## config.mk

```make
export PLATFORM = sky130hd
export DESIGN_NAME = pgmap_top
export DESIGN_NICKNAME = d
export VERILOG_FILES = /design/src/rtl/pgmap_pkg.sv /design/src/rtl/pgmap_decode.sv /design/src/rtl/pgmap_regfile.sv /design/src/rtl/pgmap_readback.sv /design/src/rtl/pgmap_xlate.sv /design/src/rtl/pgmap_top.sv
export SDC_FILE = /design/constraint.sdc
export NUM_CORES = 1
export LEC_CHECK = 0
export BUFFER_PORTS_ARGS = -buffer_cell sky130_fd_sc_hd__buf_2
export CORE_UTILIZATION = 59
export DETAILED_ROUTE_END_ITERATION = 10
export HOLD_SLACK_MARGIN = 0.06
export PLACE_DENSITY = 0.87
export SLEW_MARGIN = 40
export SYNTH_ARGS = -nofsm -noshare
export SYNTH_HDL_FRONTEND = slang
export SYNTH_SLANG_ARGS = --single-unit
export TNS_END_PERCENT = 1
```

## constraint.sdc

```tcl
create_clock -name clk -period 2.5 [get_ports clk]
set_input_delay 0.25 -clock clk [delete_from_list [all_inputs] [get_ports clk]]
set_output_delay 0.25 -clock clk [all_outputs]
set_load 0.01 [all_outputs]
```

## src/rtl/pgmap_pkg.sv

```systemverilog
package pgmap_pkg;

    localparam int DEF_WIN_BITS  = 4;
    localparam int DEF_OFF_BITS  = 12;
    localparam int DEF_PAGE_BITS = 8;
    localparam int DEF_BANK_BITS = 5;
    localparam logic [15:0] DEF_REG_BASE = 16'h4000;

    // Kind of CPU access seen on the strobes
    typedef enum logic [1:0] {
        ACC_IDLE  = 2'b00,
        ACC_READ  = 2'b01,
        ACC_WRITE = 2'b10,
        ACC_BOTH  = 2'b11
    } acc_kind_e;

    function automatic acc_kind_e classify(input logic re, input logic we);
        return acc_kind_e'({we, re});
    endfunction

    // Width of stored bank field; at least one bit so vectors stay legal
    function automatic int bank_slots(input int bank_bits);
        return (bank_bits > 0) ? bank_bits : 1;
    endfunction

endpackage

```

## src/rtl/pgmap_decode.sv

```systemverilog
module pgmap_decode
    import pgmap_pkg::*;
#(
    parameter int WIN_BITS = DEF_WIN_BITS,
    parameter int ADDR_W   = 16,
    parameter logic [ADDR_W-1:0] REG_BASE = DEF_REG_BASE
) (
    input  logic                ctl_reg_en,
    input  logic [ADDR_W-1:0]   addr,
    input  logic                re,
    input  logic                we,
    output logic                hit,
    output logic [WIN_BITS-1:0] idx,
    output logic                wr_stb,
    output logic                rd_stb
);
    // register block spans 2 * 2**WIN_BITS bytes
    localparam int SPAN_BITS = WIN_BITS + 1;

    acc_kind_e kind;
    logic      base_match;
    logic      even_addr;

    assign base_match = (addr[ADDR_W-1:SPAN_BITS] == REG_BASE[ADDR_W-1:SPAN_BITS]);
    assign even_addr  = ~addr[0];
    assign kind       = classify(re, we);

    always_comb begin
        hit    = ctl_reg_en & base_match & even_addr;
        idx    = addr[SPAN_BITS-1:1];
        wr_stb = 1'b0;
        rd_stb = 1'b0;
        unique case (kind)
            ACC_WRITE, ACC_BOTH: wr_stb = hit;
            ACC_READ:            rd_stb = hit;
            default: ;
        endcase
    end

endmodule

```

## src/rtl/pgmap_regfile.sv

```systemverilog
module pgmap_regfile
    import pgmap_pkg::*;
#(
    parameter int NWIN      = 16,
    parameter int IDX_W     = DEF_WIN_BITS,
    parameter int PAGE_BITS = DEF_PAGE_BITS,
    parameter int BANK_BITS = DEF_BANK_BITS,
    parameter int BANK_W    = bank_slots(BANK_BITS)
) (
    input  logic                      clk,
    input  logic                      rst,
    input  logic                      wr_stb,
    input  logic [IDX_W-1:0]          idx,
    input  logic [PAGE_BITS-1:0]      wr_page,
    input  logic [BANK_W-1:0]         wr_bank,
    output logic [NWIN*PAGE_BITS-1:0] page_vec,
    output logic [NWIN*BANK_W-1:0]    bank_vec
);

    for (genvar g = 0; g < NWIN; g++) begin : g_reg
        logic sel;
        logic [PAGE_BITS-1:0] page_q;

        assign sel = wr_stb && (idx == IDX_W'(g));

        always_ff @(posedge clk) begin
            if (rst) begin
                page_q <= '0;
            end else if (sel) begin
                page_q <= wr_page;
            end
        end
        assign page_vec[g*PAGE_BITS +: PAGE_BITS] = page_q;

        if (BANK_BITS > 0) begin : g_bank
            // write-only latch: feeds translation only
            logic [BANK_W-1:0] bank_q;
            always_ff @(posedge clk) begin
                if (rst) begin
                    bank_q <= '0;
                end else if (sel) begin
                    bank_q <= wr_bank;
                end
            end
            assign bank_vec[g*BANK_W +: BANK_W] = bank_q;
        end else begin : g_nobank
            assign bank_vec[g*BANK_W +: BANK_W] = '0;
        end
    end

endmodule

```

## src/rtl/pgmap_readback.sv

```systemverilog
module pgmap_readback #(
    parameter int NWIN      = 16,
    parameter int IDX_W     = 4,
    parameter int PAGE_BITS = 8
) (
    input  logic                      rd_stb,
    input  logic [IDX_W-1:0]          idx,
    input  logic [NWIN*PAGE_BITS-1:0] page_vec,
    output logic [2*PAGE_BITS-1:0]    rdata
);
    logic [PAGE_BITS-1:0] sel_page;

    assign sel_page = page_vec[idx*PAGE_BITS +: PAGE_BITS];
    // page byte mirrored into both halves; bank is never returned
    assign rdata = rd_stb ? {2{sel_page}} : '0;

endmodule

```

## src/rtl/pgmap_xlate.sv

```systemverilog
module pgmap_xlate
    import pgmap_pkg::*;
#(
    parameter int NWIN      = 16,
    parameter int WIN_BITS  = DEF_WIN_BITS,
    parameter int OFF_BITS  = DEF_OFF_BITS,
    parameter int PAGE_BITS = DEF_PAGE_BITS,
    parameter int BANK_BITS = DEF_BANK_BITS,
    parameter int BANK_W    = bank_slots(BANK_BITS),
    parameter int ADDR_W    = WIN_BITS + OFF_BITS,
    parameter int PA_W      = BANK_BITS + PAGE_BITS + OFF_BITS
) (
    input  logic                      map_en,
    input  logic [ADDR_W-1:0]         addr,
    input  logic [NWIN*PAGE_BITS-1:0] page_vec,
    input  logic [NWIN*BANK_W-1:0]    bank_vec,
    output logic [PA_W-1:0]           phys
);
    logic [WIN_BITS-1:0]  win;
    logic [OFF_BITS-1:0]  off;
    logic [PAGE_BITS-1:0] pg_sel;
    logic [BANK_W-1:0]    bk_sel;

    assign win = addr[ADDR_W-1 -: WIN_BITS];
    assign off = addr[OFF_BITS-1:0];

    always_comb begin
        if (map_en) begin
            pg_sel = page_vec[win*PAGE_BITS +: PAGE_BITS];
            bk_sel = bank_vec[win*BANK_W +: BANK_W];
        end else begin
            pg_sel = PAGE_BITS'(win);
            bk_sel = '0;
        end
    end

    if (BANK_BITS > 0) begin : g_with_bank
        assign phys = {bk_sel[BANK_BITS-1:0], pg_sel, off};
    end else begin : g_page_only
        logic unused_bank;
        assign unused_bank = ^bk_sel;
        assign phys = {pg_sel, off};
    end

endmodule

```

## src/rtl/pgmap_top.sv

```systemverilog
module pgmap_top
    import pgmap_pkg::*;
#(
    parameter int WIN_BITS  = DEF_WIN_BITS,
    parameter int OFF_BITS  = DEF_OFF_BITS,
    parameter int PAGE_BITS = DEF_PAGE_BITS,
    parameter int BANK_BITS = DEF_BANK_BITS,
    parameter logic [15:0] REG_BASE = DEF_REG_BASE,
    localparam int NWIN   = 1 << WIN_BITS,
    localparam int ADDR_W = WIN_BITS + OFF_BITS,
    localparam int DATA_W = 2 * PAGE_BITS,
    localparam int BANK_W = bank_slots(BANK_BITS),
    localparam int PA_W   = BANK_BITS + PAGE_BITS + OFF_BITS
) (
    input  logic              clk,
    input  logic              rst,
    input  logic              ctl_reg_en,
    input  logic              ctl_map_en,
    input  logic [ADDR_W-1:0] bus_addr,
    input  logic [DATA_W-1:0] bus_wdata,
    input  logic              bus_re,
    input  logic              bus_we,
    output logic              reg_hit,
    output logic [DATA_W-1:0] bus_rdata,
    output logic [PA_W-1:0]   phys_addr
);
    logic [WIN_BITS-1:0]       idx;
    logic                      wr_stb;
    logic                      rd_stb;
    logic [NWIN*PAGE_BITS-1:0] page_vec;
    logic [NWIN*BANK_W-1:0]    bank_vec;
    logic [PAGE_BITS-1:0]      wr_page;
    logic [BANK_W-1:0]         wr_bank;
    logic                      unused_wdata;

    // page byte is the upper half, bank byte the lower half
    assign wr_page      = bus_wdata[DATA_W-1 -: PAGE_BITS];
    assign wr_bank      = bus_wdata[BANK_W-1:0];
    assign unused_wdata = ^bus_wdata;

    pgmap_decode #(
        .WIN_BITS (WIN_BITS),
        .ADDR_W   (ADDR_W),
        .REG_BASE (REG_BASE)
    ) u_decode (
        .ctl_reg_en (ctl_reg_en),
        .addr       (bus_addr),
        .re         (bus_re),
        .we         (bus_we),
        .hit        (reg_hit),
        .idx        (idx),
        .wr_stb     (wr_stb),
        .rd_stb     (rd_stb)
    );

    pgmap_regfile #(
        .NWIN      (NWIN),
        .IDX_W     (WIN_BITS),
        .PAGE_BITS (PAGE_BITS),
        .BANK_BITS (BANK_BITS),
        .BANK_W    (BANK_W)
    ) u_regs (
        .clk      (clk),
        .rst      (rst),
        .wr_stb   (wr_stb),
        .idx      (idx),
        .wr_page  (wr_page),
        .wr_bank  (wr_bank),
        .page_vec (page_vec),
        .bank_vec (bank_vec)
    );

    pgmap_readback #(
        .NWIN      (NWIN),
        .IDX_W     (WIN_BITS),
        .PAGE_BITS (PAGE_BITS)
    ) u_rdback (
        .rd_stb   (rd_stb),
        .idx      (idx),
        .page_vec (page_vec),
        .rdata    (bus_rdata)
    );

    pgmap_xlate #(
        .NWIN      (NWIN),
        .WIN_BITS  (WIN_BITS),
        .OFF_BITS  (OFF_BITS),
        .PAGE_BITS (PAGE_BITS),
        .BANK_BITS (BANK_BITS),
        .BANK_W    (BANK_W),
        .ADDR_W    (ADDR_W),
        .PA_W      (PA_W)
    ) u_xlate (
        .map_en   (ctl_map_en),
        .addr     (bus_addr),
        .page_vec (page_vec),
        .bank_vec (bank_vec),
        .phys     (phys_addr)
    );

endmodule

```

### Word level (Yosys, flattened, before mapping)

Cells that the tools add are included.

| storage, ports and cells | value |
|---|---|
| bits in registers | 208 |
| input bits | 38 |
| output and inout port bits | 42 |
| logic and storage cells | 81 |

| cells by class | value |
|---|---|
| $mul | 1 |
| equal/unequal tests | 19 |
| shifts and indexed selects | 3 |
| mux-type cells | 5 |
| bitwise logic cells | 3 |
| reduce and logical (&&, ||, !) cells | 18 |

Operator list:

| operator | count |
|---|---|
| $shiftx A128 B8 Y8 | 2 |
| $shiftx A80 B8 Y5 | 1 |
| $eq A4 B4 Y1 const B | 8 |
| $eq A4 B3 Y1 const B | 4 |
| $logic_and A1 B1 Y1 | 16 |
| $mux W16 | 1 |
| $eq A11 B10 Y1 const B | 1 |
| $eq A4 B2 Y1 const B | 2 |
| $mux W8 | 1 |
| $mul A4 B3 Y7 const B | 1 |
| $mux W5 | 1 |
| $eq A2 B2 Y1 const B | 2 |
| $eq A4 B1 Y1 const B | 1 |
| $logic_not A4 Y1 | 1 |
| $and A1 B1 Y1 | 2 |
| $eq A2 B1 Y1 const B | 1 |
| $mux W1 | 2 |
| $reduce_or A2 Y1 | 1 |
| $not A1 Y1 | 1 |

### Longest topological paths before layout

| logic depth | value |
|---|---|
| depth after elaboration | 5 |
| mapped depth | 8 |
| depth with buffers taken out | 4 |

### By module

From an unflattened synthesis, not the netlist that was laid out.

| unflattened totals | value |
|---|---|
| cells, all modules | 1048 |
| area total of the unflattened synthesis | 11546.1 um2 |

Modules (own cells, without submodules):

| module | times used | cells an instance | area an instance (um2) | sequential area each (um2) |
|---|---|---|---|---|
| pgmap_regfile | 1 | 735 | 8325.5 | 4164.0 |
| pgmap_xlate | 1 | 160 | 1879.3 | 0.0 |
| pgmap_readback | 1 | 140 | 1234.9 | 0.0 |
| pgmap_decode | 1 | 13 | 106.4 | 0.0 |

### Worst setup path after synthesis

No wires, ideal clock.

| timing | value |
|---|---|
| path type | input to output |
| start point | input bus_addr[1] |
| end point | output bus_rdata[11] |
| data arrival time | 2.043 ns |
| data required time | 2.250 ns |
| path slack | 0.207 ns |
| cell stages on the path | 7 |
| buffers on the path | 4 |
| cell sequence | buf_2 buf_2 buf_2 mux4_2 mux2i_1 o22ai_1 buf_4 |

| on the way | value |
|---|---|
| word-level cells in the longest chain between the ends | 2 |

Ends and longest elaborated chain:

| item | line | source |
|---|---|---|
| from (decl) | pgmap_top.sv:19 | `input logic [ADDR_W-1:0] bus_addr,` |
| $shiftx A128 B8 Y8 | pgmap_readback.sv:13 | `assign sel_page = page_vec[idx*PAGE_BITS +: PAGE_BITS];` |
| $mux W16 | pgmap_readback.sv:15 | `assign rdata = rd_stb ? {2{sel_page}} : '0;` |
| to (decl) | pgmap_top.sv:24 | `output logic [DATA_W-1:0] bus_rdata,` |

Every way passes these cells.

### Worst setup path in the final report

| timing | value |
|---|---|
| start point | input bus_addr[6] |
| end point | output bus_rdata[3] |

| on the way | value |
|---|---|
| word-level cells in the longest chain between the ends | 5 |

Ends and longest elaborated chain:

| item | line | source |
|---|---|---|
| $eq A11 B10 Y1 | pgmap_decode.sv:24 | `assign base_match = (addr[ADDR_W-1:SPAN_BITS] == REG_BASE[ADDR_W-1:SPAN_BITS]);` |
| $and A1 B1 Y1 (2 in a row) | pgmap_decode.sv:29 | `hit = ctl_reg_en & base_match & even_addr;` |
| $mux W1 | pgmap_decode.sv:33 | `unique case (kind)` |
| $mux W16 | pgmap_readback.sv:15 |  |

Every way passes these cells.

==> results by group <==
Power
  – Reg power frac: 48.1%
  – Combinational power share: 6.9%
  – Clock power frac: 45.0%
  – Pwr Density: 561.2 nW/µm²
  – Max VDD drop: 0.3346 mV
  – Leak: 5.711 nW
  – Switching pwr: 0.001578 W
  – Internal Power: 0.005305 W
  – Switching share of power: 22.93%

Synth
  – Post-synth EDFFs: 0
  – Netlist Area Pre-Place: 11150 µm²
  – Synth async-reset ratio: 0%
  – Ys flop type: dfxtp_1
  – Distinct cell type count after synthesis: 34
  – Register area share after synthesis: 37.33%
  – Syn Area/Cell: 11.44 µm²
  – Synthesis-stage register bit count: 208
  – Syn_nets: 1013
  – Cells after Synth: 975
  – Syn. warnings: 0

Timing
  – Final period util: 98.02%
  – Post-Route Setup TNS: 0 ns
  – Hold violation count in the final report: 0
  – Unrepaired setup endpoints after global routing: false
  – Worst hold margin: 0.3908 ns
  – Final setup vio count: 0
  – F_max: 0.4081 GHz
  – Final-report max-slew violation count: 0
  – Slew HR: 52.49%
  – Tmin final: 2.450 ns
  – Clk_skew: 0 ns
  – Worst-margin pin slew: 0.7126 ns

Placed design
  – Port Buffer Count: 76
  – DP Wirelength: 18190 µm
  – GPL Wtd Cong: 0.8700

Route
  – Wire per inst: 23.29 µm
  – Routed Wire Length: 28760 µm
  – DR iter-0 viols: 574
  – DR vias/cell: 6.348
  – Drt pass-1 iters: 4
  – DRT antenna net count: 0
  – Drt drc: 0
  – Total vias in the final route: 7840

Global route
  – Initial antenna violation count: 0
  – Vias in the first global route: 8148
  – Largest net degree at the start of global routing: 58
  – Total GRT Usage: 30.23%
  – Overflow after GRT: 0
  – Global-route wire length before repair: 45360 µm

CTS
  – Worst-path clk slew: 0.06 ns
  – Total CTS buffers: 22
  – H-Tree Depth: 1
  – Clock Tree Root: clkbuf_16
  – CTS tree: built
  – Clock Latency Late Sink: 0.50 ns
  – Setup bufs post-CTS: 0
  – CTS sink cnt: 208
  – Clk buf depth: 3

Cells and area
  – Register Area: 4164 µm²
  – Synthesis-to-layout area growth: 9.962%
  – Most frequent cells in the layout: mux2i_1 (242), nand2b_1 (229), dfxtp_1 (208), mux4_2 (80), buf_2 (74)
  – Layout cell share with drive strength beyond 1: 25.45%
  – Diode count: 0
  – Footprint of the multi-input gates: 6385 µm²
  – Commonest non-fill, non-tap cell in the layout: mux2i_1
  – Nets: 1031
  – Fillers: 1304

Worst setup path
  – Max FO, Critical Path: 4
  – Worst-path cell chain: buf_2, or4_1, nor3b_2, nand3_1, o22ai_1, buf_2
  – Worst EP required: 2.25 ns
  – CP arrival: 2.20 ns
  – Critical path's slowest cell: or4_1
  – FF-to-FF Start: u_regs.g_reg[7].page_q[5]
  – Setup crit start kind: input port
  – Worst setup path start: bus_addr[6]
  – Setup crit end kind: output port
  – Largest stage delay on the critical path: 0.66 ns
  – CP dominant cell by count: buf_2
  – Flop-to-flop setup slack: 1.77 ns
  – Setup Crit Path Kind: in -> out

Floorplan
  – Core area: 18270 µm²
  – Rows: 49
  – Starting density of the core: 61.05%
  – Ports: 80
  – Die width: 139.5 µm
  – Die area: 19460 µm²
  – Die height: 139.5 µm

Run status
  – Status: completed

Worst hold path
  – Hold path start: rst
  – Hold/Removal Path Class: in -> reg

Flow run
  – Max-cap violations: 0
[cell type report]
| class | count | share of cell area (%) |
|---|---|---|
| multi-input combinational | 649 | 52.06 |
| clock buffer | 33 | 5.325 |
| timing repair buffer | 111 | 6.101 |
| tap | 229 | 2.336 |
| clock inverter | 4 | 0.1938 |
| sequential | 208 | 33.95 |
| inverter | 1 | 0.03061 |
[through the flow]
| stage | setup slack [ns] | std cells | area, µm² | util, % | power, W |
|---|---|---|---|---|---|
| floorplan | 0.2072 | 975 | 11150 | - | 0.003721 |
| global placement | 0.09938 | 1198 | 11580 | 63.36 | 0.003848 |
| detailed placement | -0.007558 | 1198 | 11580 | 63.36 | 0.003854 |
| CTS | 0.08500 | 1235 | 12260 | 67.09 | 0.006910 |
| global route | 0.04185 | 1235 | 12260 | 67.13 | 0.007061 |
| finish | 0.04954 | 1235 | 12260 | 67.13 | 0.006883 |
[cell families (layout without fill, tap and decap cells)]
logic type,count (synthesis),count (layout),synth area share (%)
multiplexers,336,336,39.29
AND/OR/NAND/NOR,281,281,15.94
flip-flops,208,208,37.33
AO/OA/AOI/OAI,32,32,1.918
buffers and inverters,118,149,5.519
[worst paths after layout]
kind                                       to  cells past startpoint
min          u_regs.g_reg[1].g_bank.bank_q[4]                      3
min reg2reg  u_regs.g_reg[2].g_bank.bank_q[3]                      2
max                              bus_rdata[3]                      6
max reg2reg         u_regs.g_reg[7].page_q[5]                      2
[power groups by stage]
stage | Combinational [W] | Sequential (W) | Clock, W
floorplan | 0.000334 | 0.00339 | 0
global placement | 0.000461 | 0.00339 | 0
detailed placement | 0.000466 | 0.00339 | 0
CTS | 0.000468 | 0.00331 | 0.00313
global route | 0.000497 | 0.00331 | 0.00325
finish | 0.000474 | 0.00331 | 0.00310
[Yosys cell counts, types with 2 or more instances]
master    number  area [µm²]
nor4_1         3       18.77
a31oi_1        3       18.77
nand2_2       12       75.07
nor3_1         7       35.03
o32ai_1        4       35.03
nor3b_1        3       22.52
mux2_2        14       157.7
buf_4         24       180.2
a221oi_1       2       17.52
nor2_1         4       15.01
buf_1         15       56.30
nand2b_1     229        1433
buf_6          7       78.83
nor4_4         2       42.54
buf_2         11       55.05
o21ai_0        4       20.02
nor2b_1        6       37.54
a211oi_1       5       37.54
nand3_1        2       10.01
dfxtp_1      208        4164
nand3_2        3       30.03
nand2_1        5       18.77
o22ai_1       12       75.07
mux2i_1      242        2422
mux4_2        80        1802
a21oi_1        2       10.01
clkbuf_1      59       221.5
[sequential cells by signal (all words and copies together) (netlist names)]
signal	cells
u_regs.g.g_bank.bank_q	80
u_regs.g.page_q	128
[what timing repair did]
item                       in CTS  in global routing
setup endpoints to repair       5                  2
resized for setup               1                  1
hold buffers                    0                  0
[critical path, delay by kind of cell]
family                 cells  cell delay, ns
AND/OR/NAND/NOR            3            1.20
AO/OA/AOI/OAI              1            0.43
buffers and inverters      2            0.31
[per-layer routing]
metal | GRT usage (%) | wire length [µm] | share of wire [%]
met5 | 0 | 0 | 0
met4 | 12.81 | 1139 | 4.0
met3 | 5.884 | 2076 | 7.2
met2 | 50.65 | 13940 | 48
met1 | 38.17 | 11610 | 40
Note: power is estimated with default switching activity, not from simulation.
